File: src/rtl/intr_agg_pkg.sv
package intr_agg_pkg;

    localparam int DATA_W  = 32;
    localparam int NUM_SRC = 6;
    localparam int MODE_W  = 10;
    localparam int LANES   = DATA_W / 8;
    localparam int ADDR_W  = 4;

    // stored flag positions inside the mode register
    localparam int FLAG_TEST = 7;
    localparam int FLAG_INIT = 8;
    localparam int FLAG_MEMR = 9;

    // command bit positions inside a mode write
    localparam int CMD_INIT_CLR = 7;
    localparam int CMD_INIT_SET = 8;
    localparam int CMD_TEST_CLR = 9;
    localparam int CMD_TEST_SET = 10;
    localparam int CMD_ACK      = 11;
    localparam int CMD_MEMR_CLR = 12;
    localparam int CMD_MEMR_SET = 13;

    localparam int ACK_SRC = 5;

    typedef enum logic [1:0] {
        REG_MODE    = 2'd0,
        REG_SCRATCH = 2'd1,
        REG_PEND    = 2'd2,
        REG_MASK    = 2'd3
    } reg_sel_e;

    typedef struct packed {
        logic              wr;
        logic              rd;
        reg_sel_e          sel;
        logic [DATA_W-1:0] wdata;
        logic [LANES-1:0]  lanes;
    } bus_req_t;

    function automatic logic flag_cmd(input logic cur, input logic clr, input logic set);
        if (clr)      return 1'b0;
        else if (set) return 1'b1;
        else          return cur;
    endfunction

    function automatic logic [MODE_W-1:0] mode_apply(input logic [DATA_W-1:0] w);
        logic [MODE_W-1:0] r;
        r = w[MODE_W-1:0];
        r[FLAG_INIT] = flag_cmd(r[FLAG_INIT], w[CMD_INIT_CLR], w[CMD_INIT_SET]);
        r[FLAG_TEST] = flag_cmd(r[FLAG_TEST], w[CMD_TEST_CLR], w[CMD_TEST_SET]);
        r[FLAG_MEMR] = flag_cmd(r[FLAG_MEMR], w[CMD_MEMR_CLR], w[CMD_MEMR_SET]);
        return r;
    endfunction

    function automatic logic [NUM_SRC-1:0] mask_apply(input logic [NUM_SRC-1:0] cur,
                                                      input logic [DATA_W-1:0]  w);
        logic [NUM_SRC-1:0] r;
        for (int n = 0; n < NUM_SRC; n++)
            r[n] = flag_cmd(cur[n], w[2*n], w[2*n+1]);
        return r;
    endfunction

    function automatic logic [DATA_W-1:0] lane_bits(input logic [LANES-1:0] be);
        logic [DATA_W-1:0] r;
        for (int i = 0; i < LANES; i++)
            r[i*8 +: 8] = {8{be[i]}};
        return r;
    endfunction

endpackage

File: src/rtl/intr_pending.sv
module intr_pending
    import intr_agg_pkg::*;
#(
    parameter int N_SRC   = NUM_SRC,
    parameter int ACK_BIT = ACK_SRC
) (
    input  logic             clk,
    input  logic             rst,
    input  logic [N_SRC-1:0] raise_i,
    input  logic [N_SRC-1:0] clear_i,
    input  logic             ack_i,
    output logic [N_SRC-1:0] pend_d_o,
    output logic [N_SRC-1:0] pend_q_o
);

    logic [N_SRC-1:0] ack_vec;

    always_comb begin
        ack_vec = '0;
        ack_vec[ACK_BIT] = ack_i;
    end

    for (genvar gi = 0; gi < N_SRC; gi++) begin : g_src
        // a raise overrides both the strobe clear and the mode acknowledge
        assign pend_d_o[gi] = raise_i[gi] | (pend_q_o[gi] & ~clear_i[gi] & ~ack_vec[gi]);

        always_ff @(posedge clk) begin
            if (rst) pend_q_o[gi] <= 1'b0;
            else     pend_q_o[gi] <= pend_d_o[gi];
        end

        a_r1_raise_sets: assert property (@(posedge clk) disable iff (rst)
            raise_i[gi] |=> pend_q_o[gi]);

        a_r2_clear_drops: assert property (@(posedge clk) disable iff (rst)
            (clear_i[gi] && !raise_i[gi]) |=> !pend_q_o[gi]);

        a_r2_idle_holds: assert property (@(posedge clk) disable iff (rst)
            (!clear_i[gi] && !raise_i[gi] && !ack_vec[gi]) |=> $stable(pend_q_o[gi]));
    end

endmodule

File: src/rtl/intr_ctrl_regs.sv
module intr_ctrl_regs
    import intr_agg_pkg::*;
#(
    parameter int N_SRC = NUM_SRC,
    parameter int DW    = DATA_W,
    parameter int MW    = MODE_W
) (
    input  logic             clk,
    input  logic             rst,
    input  bus_req_t         req_i,
    output logic             ack_o,
    output logic [N_SRC-1:0] mask_d_o,
    output logic [N_SRC-1:0] mask_q_o,
    output logic [MW-1:0]    mode_q_o,
    output logic [DW-1:0]    scratch_q_o
);

    logic          wr_mode, wr_mask, wr_scratch;
    logic [MW-1:0] mode_d;
    logic [DW-1:0] scratch_d;

    assign wr_mode    = req_i.wr && (req_i.sel == REG_MODE);
    assign wr_mask    = req_i.wr && (req_i.sel == REG_MASK);
    assign wr_scratch = req_i.wr && (req_i.sel == REG_SCRATCH);

    assign ack_o = wr_mode && req_i.wdata[CMD_ACK];

    always_comb begin
        mask_d_o  = wr_mask    ? mask_apply(mask_q_o, req_i.wdata) : mask_q_o;
        mode_d    = wr_mode    ? mode_apply(req_i.wdata)           : mode_q_o;
        scratch_d = wr_scratch ? ((scratch_q_o & ~lane_bits(req_i.lanes)) | req_i.wdata)
                               : scratch_q_o;
    end

    always_ff @(posedge clk) begin
        if (rst) begin
            mask_q_o    <= '0;
            mode_q_o    <= '0;
            scratch_q_o <= '0;
        end else begin
            mask_q_o    <= mask_d_o;
            mode_q_o    <= mode_d;
            scratch_q_o <= scratch_d;
        end
    end

    a_r4_clear_wins: assert property (@(posedge clk) disable iff (rst)
        (wr_mask && req_i.wdata[0]) |=> !mask_q_o[0]);

    a_r4_set_pair: assert property (@(posedge clk) disable iff (rst)
        (wr_mask && !req_i.wdata[2] && req_i.wdata[3]) |=> mask_q_o[1]);

    a_r4_no_write_stable: assert property (@(posedge clk) disable iff (rst)
        !wr_mask |=> $stable(mask_q_o));

    a_r5_init_clear: assert property (@(posedge clk) disable iff (rst)
        (wr_mode && req_i.wdata[CMD_INIT_CLR]) |=> !mode_q_o[FLAG_INIT]);

    a_r6_test_clear: assert property (@(posedge clk) disable iff (rst)
        (wr_mode && req_i.wdata[CMD_TEST_CLR]) |=> !mode_q_o[FLAG_TEST]);

    a_r6_memr_set: assert property (@(posedge clk) disable iff (rst)
        (wr_mode && !req_i.wdata[CMD_MEMR_CLR] && req_i.wdata[CMD_MEMR_SET]) |=> mode_q_o[FLAG_MEMR]);

endmodule

File: src/rtl/intr_cause_out.sv
module intr_cause_out
    import intr_agg_pkg::*;
#(
    parameter int N_SRC = NUM_SRC
) (
    input  logic             clk,
    input  logic             rst,
    input  logic [N_SRC-1:0] pend_d_i,
    input  logic [N_SRC-1:0] mask_d_i,
    input  logic             ext_assert_i,
    input  logic             ext_deassert_i,
    output logic [1:0]       cause_o
);

    logic combined_d;
    logic ext_d;

    assign combined_d = |(pend_d_i & mask_d_i);
    assign ext_d      = ext_assert_i ? 1'b1 : (ext_deassert_i ? 1'b0 : cause_o[1]);

    always_ff @(posedge clk) begin
        if (rst) cause_o <= 2'b00;
        else     cause_o <= {ext_d, combined_d};
    end

    a_r8_ext_assert: assert property (@(posedge clk) disable iff (rst)
        ext_assert_i |=> cause_o[1]);

    a_r8_ext_deassert: assert property (@(posedge clk) disable iff (rst)
        (ext_deassert_i && !ext_assert_i) |=> !cause_o[1]);

endmodule

File: src/rtl/intr_agg_regs.sv
module intr_agg_regs
    import intr_agg_pkg::*;
#(
    parameter int N_SRC = NUM_SRC,
    parameter int AW    = ADDR_W,
    parameter int DW    = DATA_W,
    parameter int LW    = LANES
) (
    input  logic          clk,
    input  logic          rst,
    input  logic          bus_wr,
    input  logic          bus_rd,
    input  logic [AW-1:0] bus_addr,
    input  logic [DW-1:0] bus_wdata,
    input  logic [LW-1:0] bus_lanes,
    output logic [DW-1:0] bus_rdata,
    input  logic [N_SRC-1:0] src_raise,
    input  logic [N_SRC-1:0] src_clear,
    input  logic          ext_assert,
    input  logic          ext_deassert,
    output logic [1:0]    cause_o
);

    bus_req_t            req;
    logic                ack;
    logic [N_SRC-1:0]    pend_d, pend_q, mask_d, mask_q;
    logic [MODE_W-1:0]   mode_q;
    logic [DW-1:0]       scratch_q;
    logic [DW-1:0]       rd_mux;

    always_comb begin
        req.wr    = bus_wr;
        req.rd    = bus_rd;
        req.sel   = reg_sel_e'(bus_addr[AW-1:2]);
        req.wdata = bus_wdata;
        req.lanes = bus_lanes;
    end

    intr_pending #(.N_SRC(N_SRC), .ACK_BIT(ACK_SRC)) u_pend (
        .clk      (clk),
        .rst      (rst),
        .raise_i  (src_raise),
        .clear_i  (src_clear),
        .ack_i    (ack),
        .pend_d_o (pend_d),
        .pend_q_o (pend_q)
    );

    intr_ctrl_regs #(.N_SRC(N_SRC), .DW(DW), .MW(MODE_W)) u_ctrl (
        .clk         (clk),
        .rst         (rst),
        .req_i       (req),
        .ack_o       (ack),
        .mask_d_o    (mask_d),
        .mask_q_o    (mask_q),
        .mode_q_o    (mode_q),
        .scratch_q_o (scratch_q)
    );

    intr_cause_out #(.N_SRC(N_SRC)) u_cause (
        .clk            (clk),
        .rst            (rst),
        .pend_d_i       (pend_d),
        .mask_d_i       (mask_d),
        .ext_assert_i   (ext_assert),
        .ext_deassert_i (ext_deassert),
        .cause_o        (cause_o)
    );

    always_comb begin
        rd_mux = '0;
        unique case (req.sel)
            REG_MODE:    rd_mux[MODE_W-1:0] = mode_q;
            REG_SCRATCH: rd_mux             = scratch_q;
            REG_PEND:    rd_mux[N_SRC-1:0]  = pend_q;
            REG_MASK:    rd_mux[N_SRC-1:0]  = mask_q;
            default:     rd_mux             = '0;
        endcase
    end

    always_ff @(posedge clk) begin
        if (rst)         bus_rdata <= '0;
        else if (bus_rd) bus_rdata <= rd_mux;
    end

    a_r3_combined_line: assert property (@(posedge clk) disable iff (rst)
        cause_o[0] == (|(pend_q & mask_q)));

    a_r7_ack_clears: assert property (@(posedge clk) disable iff (rst)
        (bus_wr && req.sel == REG_MODE && bus_wdata[CMD_ACK] && !src_raise[ACK_SRC])
            |=> !pend_q[ACK_SRC]);

    a_r10_pend_readonly: assert property (@(posedge clk) disable iff (rst)
        (bus_wr && req.sel == REG_PEND && src_raise == '0 && src_clear == '0)
            |=> $stable(pend_q));

    a_r11_rdata_hold: assert property (@(posedge clk) disable iff (rst)
        !bus_rd |=> $stable(bus_rdata));

    a_r9_aligned: assert property (@(posedge clk) disable iff (rst)
        (bus_wr || bus_rd) |-> (bus_addr[1:0] == 2'b00));

endmodule

File: config.mk
export PLATFORM = sky130hd
export DESIGN_NAME = intr_agg_regs
export DESIGN_NICKNAME = d
export VERILOG_FILES = /design/src/rtl/intr_agg_pkg.sv /design/src/rtl/intr_pending.sv /design/src/rtl/intr_ctrl_regs.sv /design/src/rtl/intr_cause_out.sv /design/src/rtl/intr_agg_regs.sv
export SDC_FILE = /design/constraint.sdc
export NUM_CORES = 1
export LEC_CHECK = 0
export BUFFER_PORTS_ARGS = -buffer_cell sky130_fd_sc_hd__buf_2
export CAP_MARGIN = 20
export CELL_PAD_IN_SITES_DETAIL_PLACEMENT = 0
export CELL_PAD_IN_SITES_GLOBAL_PLACEMENT = 2
export CORE_MARGIN = 3
export CORE_UTILIZATION = 29
export CTS_BUF_LIST = sky130_fd_sc_hd__clkbuf_8
export DETAILED_ROUTE_END_ITERATION = 16
export HOLD_SLACK_MARGIN = 0.15
export PLACE_DENSITY_LB_ADDON = 0.15
export SYNTH_ARGS = -nofsm -noshare
export SYNTH_HDL_FRONTEND = slang
export SYNTH_SLANG_ARGS = --single-unit
File: constraint.sdc
create_clock -name clk -period 1.3 [get_ports clk]
set_input_delay 0.13 -clock clk [delete_from_list [all_inputs] [get_ports clk]]
set_output_delay 0.13 -clock clk [all_outputs]
set_load 0.005 [all_outputs]
Word-level counts from Yosys, hierarchy flattened
Cells that the tools add are included.

storage, ports and cells
  register bits after elaboration = 88
  bits in latches = 0
  memory bits (writable) = 0
  memory bits (read-only) = 0
  word-level logic and storage cells = 70
  memories kept = 0

operators by class
  $add $sub $neg = 0
  $mul = 0
  div/mod/pow operators = 0
  order comparisons = 0
  equality and inequality tests = 3
  shift-type cells = 0
  muxes and demuxes = 24
  bitwise gates (word level) = 24
  reduce and logical (&&, ||, !) cells = 7

operator list
  kind                  number
  $and A32 B32 Y32      1
  $not A32 Y32          1
  $or A32 B32 Y32       1
  $pmux W6 S4           1
  $mux W22              1
  $mux W1               20
  $pmux W4 S2           1
  $and A1 B1 Y1         7
  $not A1 Y1            7
  $and A6 B6 Y6         1
  $mux W6               1
  $or A1 B1 Y1          6
  $reduce_or A6 Y1      1
  $eq A2 B2 Y1 const B  2
  $logic_and A1 B1 Y1   4
  $eq A2 B1 Y1 const B  1
  $logic_not A2 Y1      1
  $reduce_bool A2 Y1    1

Depth between registers and ports, before layout
Gate-level depths: netlist (run 1).

  word-level depth = 8
  gate-level depth with buffers = 6

By module
From an unflattened synthesis (run 1), not the netlist that was laid out.

unflattened totals
  cells, all modules = 333
  area total of the unflattened synthesis = 3308.2 sq um

modules (own cells, without submodules)
  module          times used  cells an instance  area each (sq um)  seq. area each (sq um)
  intr_ctrl_regs  1           150                1614.0             960.9
  intr_agg_regs   1           144                1371.3             640.6
  intr_pending    1           30                 239.0              120.1
  intr_cause_out  1           9                  83.8               40.0

Worst setup path after synthesis (run 1)
No wires, ideal clock.

  path kind = input to register
  from = input port bus_addr[2]
  to = register u_cause.cause_o[0]
  data arrival time = 1050 ps
  data required time = 1163 ps
  slack = 112 ps
  stages on the path = 6
  path through = buf_6 > clkbuf_8 > nor3b_4 > a21oi_1 > o21ai_1 > a41oi_2

between the ends
  word-level cells in the longest chain between the ends = 8

ends and longest elaborated chain
  element                 line                  text
  start: declaration      intr_agg_regs.sv:13   input logic [AW-1:0] bus_addr,
  $logic_not A2 Y1        intr_ctrl_regs.sv:22  assign wr_mode = req_i.wr && (req_i.sel == REG_MODE);
  $logic_and A1 B1 Y1     intr_ctrl_regs.sv:22
  $logic_and A1 B1 Y1     intr_ctrl_regs.sv:26  assign ack_o = wr_mode && req_i.wdata[CMD_ACK];
  $not A1 Y1              intr_pending.sv:25    assign pend_d_o[gi] = raise_i[gi] | (pend_q_o[gi] & ~clear_i[gi] & ~ack_vec[gi]);
  $and A1 B1 Y1           intr_pending.sv:25
  $or A1 B1 Y1            intr_pending.sv:25
  $and A6 B6 Y6 (*)       intr_cause_out.sv:18  assign combined_d = |(pend_d_i & mask_d_i);
  $reduce_or A6 Y1 (*)    intr_cause_out.sv:18
  end signal: assignment  intr_cause_out.sv:23  else cause_o <= {ext_d, combined_d};
  end: declaration        intr_cause_out.sv:12  output logic [1:0] cause_o

Mark *: on every way between the ends. The rest lies on a longest branch, timed or not.
A chain may end at the register's enable or synchronous reset.

Worst setup path after layout (run 1)
  from = input port src_raise[3]
  to = register u_pend.pend_q_o[3]

between the ends
  word-level cells in the longest chain between the ends = 1

ends and longest elaborated chain
  element                         line                 text
  start: declaration              intr_agg_regs.sv:17  input logic [N_SRC-1:0] src_raise,
  $or A1 B1 Y1                    intr_pending.sv:25
  end signal: indexed assignment  intr_pending.sv:29   else pend_q_o[gi] <= pend_d_o[gi];
  end: declaration                intr_pending.sv:13   output logic [N_SRC-1:0] pend_q_o

Every way passes these cells.

==> results of run 1 <==
-- metal layers --
| layer | track usage [%] | up-vias | part of all wire, % |
|---|---|---|---|
| met1 | 20.3 | 1390 | 48 |
| met4 | 4.51 | 0 | 1.2 |
| met3 | 3.59 | 10 | 4.2 |
| met2 | 24.3 | 59 | 46 |
| met5 | 0 | - | 0 |
| li1 | - | 1534 | - |
-- logic make-up after synthesis --
| family | share of synthesized area [%] |
|---|---|
| simple gates | 18.8 |
| compound gates | 17.5 |
| flops | 51.7 |
| buf+inv | 4.66 |
| mux | 7.37 |
-- synthesized netlist by cell type, types with 2 or more instances --
| cell type | n | area, um^2 |
|---|---|---|
| mux2i_1 | 6 | 60.1 |
| buf_2 | 5 | 25.0 |
| a21oi_1 | 46 | 230 |
| buf_6 | 3 | 33.8 |
| nor2b_1 | 29 | 181 |
| nor3_1 | 4 | 20.0 |
| nor2_1 | 74 | 278 |
| mux4_1 | 3 | 78.8 |
| mux4_2 | 3 | 67.6 |
| buf_4 | 4 | 30.0 |
| a211oi_1 | 3 | 22.5 |
| dfxtp_1 | 88 | 1760 |
| o21ba_2 | 2 | 20.0 |
| inv_1 | 4 | 15.0 |
| o32a_1 | 2 | 20.0 |
| o2bb2ai_1 | 2 | 17.5 |
| clkbuf_1 | 11 | 41.3 |
| a22oi_1 | 32 | 240 |
| mux2_2 | 4 | 45.0 |
| nand2_1 | 19 | 71.3 |
-- report_power, final --
part           switching, mW  total (mW)  leakage, nW  internal (mW)
combinational          0.288       0.630         1.25          0.342
sequential            0.0379        2.81        0.715           2.77
clock                  0.888        1.54       0.0953          0.648
total                   1.21        4.98         2.06           3.76
-- through the flow --
stage	area [um^2]	utilization (%)	TNS, ns
final	4770	42.7	0
after floorplan	3410	-	0
after CTS	4750	42.5	0
after global routing	4770	42.7	0
after detailed placement	4160	37.2	-1.76
after global placement	4160	37.2	-1.20
-- critical path, delay by kind of cell --
kind                   cells  cell delay, ns
and+or+nand+nor            1            0.04
AOI/OAI and AO/OA          1            0.11
buffers and inverters      3            1.23
-- state kept, by name, indices dropped and copies added, names as in the netlist --
name / count
bus_rdata: 32
u_pend.pend_q_o: 6
u_ctrl.mode_q_o: 10
u_ctrl.scratch_q_o: 32
u_ctrl.mask_q_o: 6
u_cause.cause_o: 2
-- area by class of cell --
| cell class | count | area, um^2 |
|---|---|---|
| Tap cell | 140 | 175 |
| Clock buffer | 9 | 124 |
| Sequential cell | 88 | 1760 |
| Inverter | 4 | 15.0 |
| Multi-Input combinational cell | 244 | 1490 |
| Timing Repair Buffer | 159 | 1170 |
| Clock inverter | 6 | 23.8 |
| Fill cell | 1143 | 6410 |
-- what timing repair did --
action                                  in CTS  in global routing
hold buffers                                45                  1
resized for setup                            0                  2
buffers inserted                             0                  1
hold endpoints to repair                    55                  1
endpoints found under the setup margin       0                  2
-- final timing paths --
check	slack, ns	startpoint	endpoint	cells after the start
max	0.04	src_raise[3]	u_pend.pend_q_o[3]	5
min	0.23	rst	u_ctrl.mask_q_o[0]	3
max reg2reg	0.09	u_pend.pend_q_o[2]	bus_rdata[2]	4
min reg2reg	0.45	u_ctrl.mode_q_o[8]	u_ctrl.mode_q_o[8]	2
==> impl_metrics.json, run 1 <==
{
  "status": "complete, no violations",
  "fin_nets": 564,
  "rows": 38,
  "max_cap_violations": 0,
  "wire_per_inst_um": 14.8,
  "core_area_um2": 11200,
  "synthFlopType": "dfxtp_1",
  "clockBufferDepth": 2,
  "powerDensity_nw_per_um2": 1040,
  "power_leakage_nw": 2.06,
  "h-tree-depth": 3,
  "final_common_cell": "buf_2",
  "viasPerCell": 4.60,
  "die-area_um2": 13100,
  "tightest_slew_ns": 0.298,
  "ys_types": 36,
  "syn-instance-count": 360,
  "die_height_um": 114,
  "slew_headroom_pct": 80.1,
  "ios": 92,
  "power.total_mw": 4.98,
  "slowest_delay_ns": 0.57,
  "hold_slack_ns": 0.225,
  "crit_arrival_ns": 1.50,
  "drive_above_1_share_pct": 27.5,
  "cts_tree": "built",
  "fmax_mhz": 793,
  "syn-num-nets": 418,
  "grt-ovfl-total": 0,
  "skew_ns": 0.00469,
  "critical_path_class": "in -> reg",
  "place_ws_ns": -0.117,
  "worstPathCellList": "dlygate4sd3_1 -> buf_2 -> a21oi_2 -> dlygate4sd3_1 -> nor2_1",
  "portBuffers": 89,
  "layout_common_cells": "89 x buf_2, 87 x dfxtp_1, 74 x nor2_1",
  "root_buffer": "clkbuf_8",
  "required_ns": 1.54,
  "antennaDiodeCount": 0,
  "antenna_found_initial": 0,
  "gp_congestion": 0.761,
  "clock-sinks": 88,
  "max-vdd-ir-drop_uv": 673,
  "clkLatencyLatePin_ns": 0.35,
  "crit_top_cell": "dlygate4sd3_1",
  "hold_viol_final": 0,
  "die_x_um": 114,
  "finalCritPeriodShare_pct": 97.0,
  "wl_um": 9590,
  "synth_async_sr_flop_share_pct": 0,
  "area_growth_pct": 39.7,
  "dp_hpwl_um": 6530,
  "seq_area_frac_synth_pct": 51.7,
  "path_max_fanout": 2,
  "setup_viol": 0,
  "numCtsBuffers": 9,
  "fin_ws_ns": 0.0386,
  "cp_slowest_cell": "dlygate4sd3_1",
  "hp-class": "in -> reg",
  "min_period_ns": 1.26,
  "stdcell_count": 650,
  "cp-start-kind": "input port",
  "drc": 0,
  "drtIter0Drc": 175,
  "synth-seq-cells": 88,
  "synth_edf_count": 0,
  "clkSlewWorstSetupHoldPaths_ns": 0.08,
  "grt_usage_pct": 15.1,
  "drt_pass1_iterations": 4,
  "crit_path_end_kind": "flop",
  "vias": 2993,
  "postRouteAntennaNets": 0,
  "grt_max_degree": 59,
  "grt_pass1_vias": 3002,
  "syn_avg_cell_area_um2": 9.47,
  "drv_slew": 0,
  "rsz0062_at_grt": "no",
  "grt_pass1_wl_um": 15600,
  "synth_warnings": 0,
  "synth_area_um2": 3410,
  "start_util_pct": 30.5,
  "placedCellCount": 589
}
No activity file was read; power rests on OpenSTA's default activity.
==> inputs of run 2 (changes only) <==
- CORE_UTILIZATION: 29 -> 32
- clock period: 1.3 -> 1.2 ns (I/O delays scaled with it)
==> impl_metrics.json, run 2 (synthesis results as in run 1) <==
{
  "die_x_um": 109,
  "fmax_mhz": 834,
  "h-tree-depth": 3,
  "die_height_um": 109,
  "max-vdd-ir-drop_uv": 504,
  "postRouteAntennaNets": 0,
  "drv_slew": 0,
  "power_leakage_nw": 2.05,
  "gp_congestion": 0.793,
  "drt_pass1_iterations": 4,
  "fin_tns_setup_ns": 0,
  "finalCritPeriodShare_pct": 99.9,
  "max_cap_violations": 0,
  "clockBufferDepth": 2,
  "setup_viol": 0,
  "cp_slowest_cell": "dlygate4sd3_1",
  "numCtsBuffers": 9,
  "crit_path_start": "bus_wdata[6]",
  "clock-sinks": 88,
  "nFillCells": 1048,
  "cts_setup_buffers": 0,
  "clkLatencyLatePin_ns": 0.35,
  "grt_max_degree": 45,
  "tightest_slew_ns": 0.436,
  "rr_startpoint": "u_ctrl.scratch_q_o[2]",
  "critPathBufInv": 2,
  "grt_pass1_vias": 2934,
  "status": "complete, no violations",
  "clkSlewWorstSetupHoldPaths_ns": 0.09,
  "power.total_mw": 5.84,
  "antennaDiodeCount": 0,
  "hold_viol_final": 0,
  "root_buffer": "clkbuf_8",
  "largest_registers": "bus_rdata x32, u_ctrl.scratch_q_o x32, u_ctrl.mode_q_o x10",
  "vias": 3039,
  "dp_hpwl_um": 6280,
  "path_max_fanout": 3,
  "drtIter0Drc": 91,
  "core_area_um2": 10300,
  "critPathTopFamily": "buffers and inverters",
  "grt_pass1_wl_um": 14900,
  "ios": 92,
  "die-area_um2": 11900,
  "grt_usage_pct": 16.2,
  "rows": 37,
  "layout_common_cells": "88 x dfxtp_1, 88 x buf_2, 74 x nor2_1",
  "cp-start-kind": "input port",
  "slowest_delay_ns": 0.52,
  "wire_per_inst_um": 14.6,
  "required_ns": 1.48,
  "wl_um": 9410,
  "min_period_ns": 1.20,
  "crit_path_end_kind": "flop",
  "skew_ns": 0.00802,
  "rsz0062_at_grt": "no",
  "min-delay-start": "src_clear[5]",
  "slew_headroom_pct": 70.9,
  "area_growth_pct": 40.3,
  "powerDensity_nw_per_um2": 1220,
  "grt-ovfl-total": 0,
  "viasPerCell": 4.72,
  "drc": 0,
  "cts_tree": "built",
  "critical_path_class": "in -> reg",
  "crit_arrival_ns": 1.48,
  "fin_nets": 561,
  "portBuffers": 89,
  "start_util_pct": 33.0,
  "hp-class": "in -> reg",
  "worstPathCellList": "dlygate4sd3_1 -> buf_2 -> and2_1 -> o32a_1 -> a41oi_2",
  "drive_above_1_share_pct": 28.0,
  "antenna_found_initial": 0,
  "hold_slack_ns": 0.196
}
[run 2: cell types whose count changed in the layout (fill, tap and decap cells not counted), sizes merged]
cell / change
clkbuf: +2
buf: -3
clkinv: +1
inv: -5
clkinvlp: +2
bufinv: +1
[run 2: worst paths after layout]
kind,end,slack [ns],cells after the start
worst max-delay path,u_cause.cause_o[0],0.001,5
worst min register to register,u_ctrl.mode_q_o[8],0.46,2
worst max register to register,bus_rdata[2],0.06,3
worst min-delay path,u_pend.pend_q_o[5],0.20,5
[run 2: layout make-up]
cell class | count | area [um^2] | share of cell area (%)
flip-flops and latches | 88 | 1760 | 36.8
multi-input cells | 244 | 1490 | 31.2
repair buffers | 156 | 1140 | 23.8
well taps | 136 | 170 | 3.56
clock buffers | 11 | 151 | 3.16
clock inverters | 5 | 55.1 | 1.15
inverters | 4 | 15.0 | 0.314
[run 2: metal layers]
| layer | wire, um | up-vias | track usage [%] |
|---|---|---|---|
| met5 | 0 | - | 0 |
| met3 | 369 | 17 | 3.08 |
| met4 | 193 | 0 | 6.41 |
| met2 | 4320 | 70 | 25.7 |
| li1 | - | 1529 | - |
| met1 | 4530 | 1423 | 21.7 |
[run 2: repair_timing]
item | in CTS | in global routing
resized for setup | 0 | 2
setup endpoints to repair | 0 | 1
hold buffers | 45 | 0
hold endpoints to repair | 55 | 0
[run 2: stage by stage]
stage	cell area [um^2]	instances	util [%]	worst slack, ns
floorplan	3410	360	-	0.0221
global placement	4120	583	39.9	-0.192
detailed placement	4120	583	39.9	-0.191
CTS	4780	644	46.3	0.00855
global route	4790	644	46.4	0.00731
finish	4790	644	46.4	0.00114
[run 2: tightest hold or removal path, cell delays in order]
cell      delay (ns)
buf_2           0.07
nand2b_1        0.11
a21oi_1         0.05
nor2_1          0.09
nor2_1          0.05
[run 2: report_power, final]
part / internal [mW] / switching (mW)
Sequential: 3.00 / 0.0432
Clock: 1.07 / 1.06
Combinational: 0.361 / 0.305
Total: 4.43 / 1.41
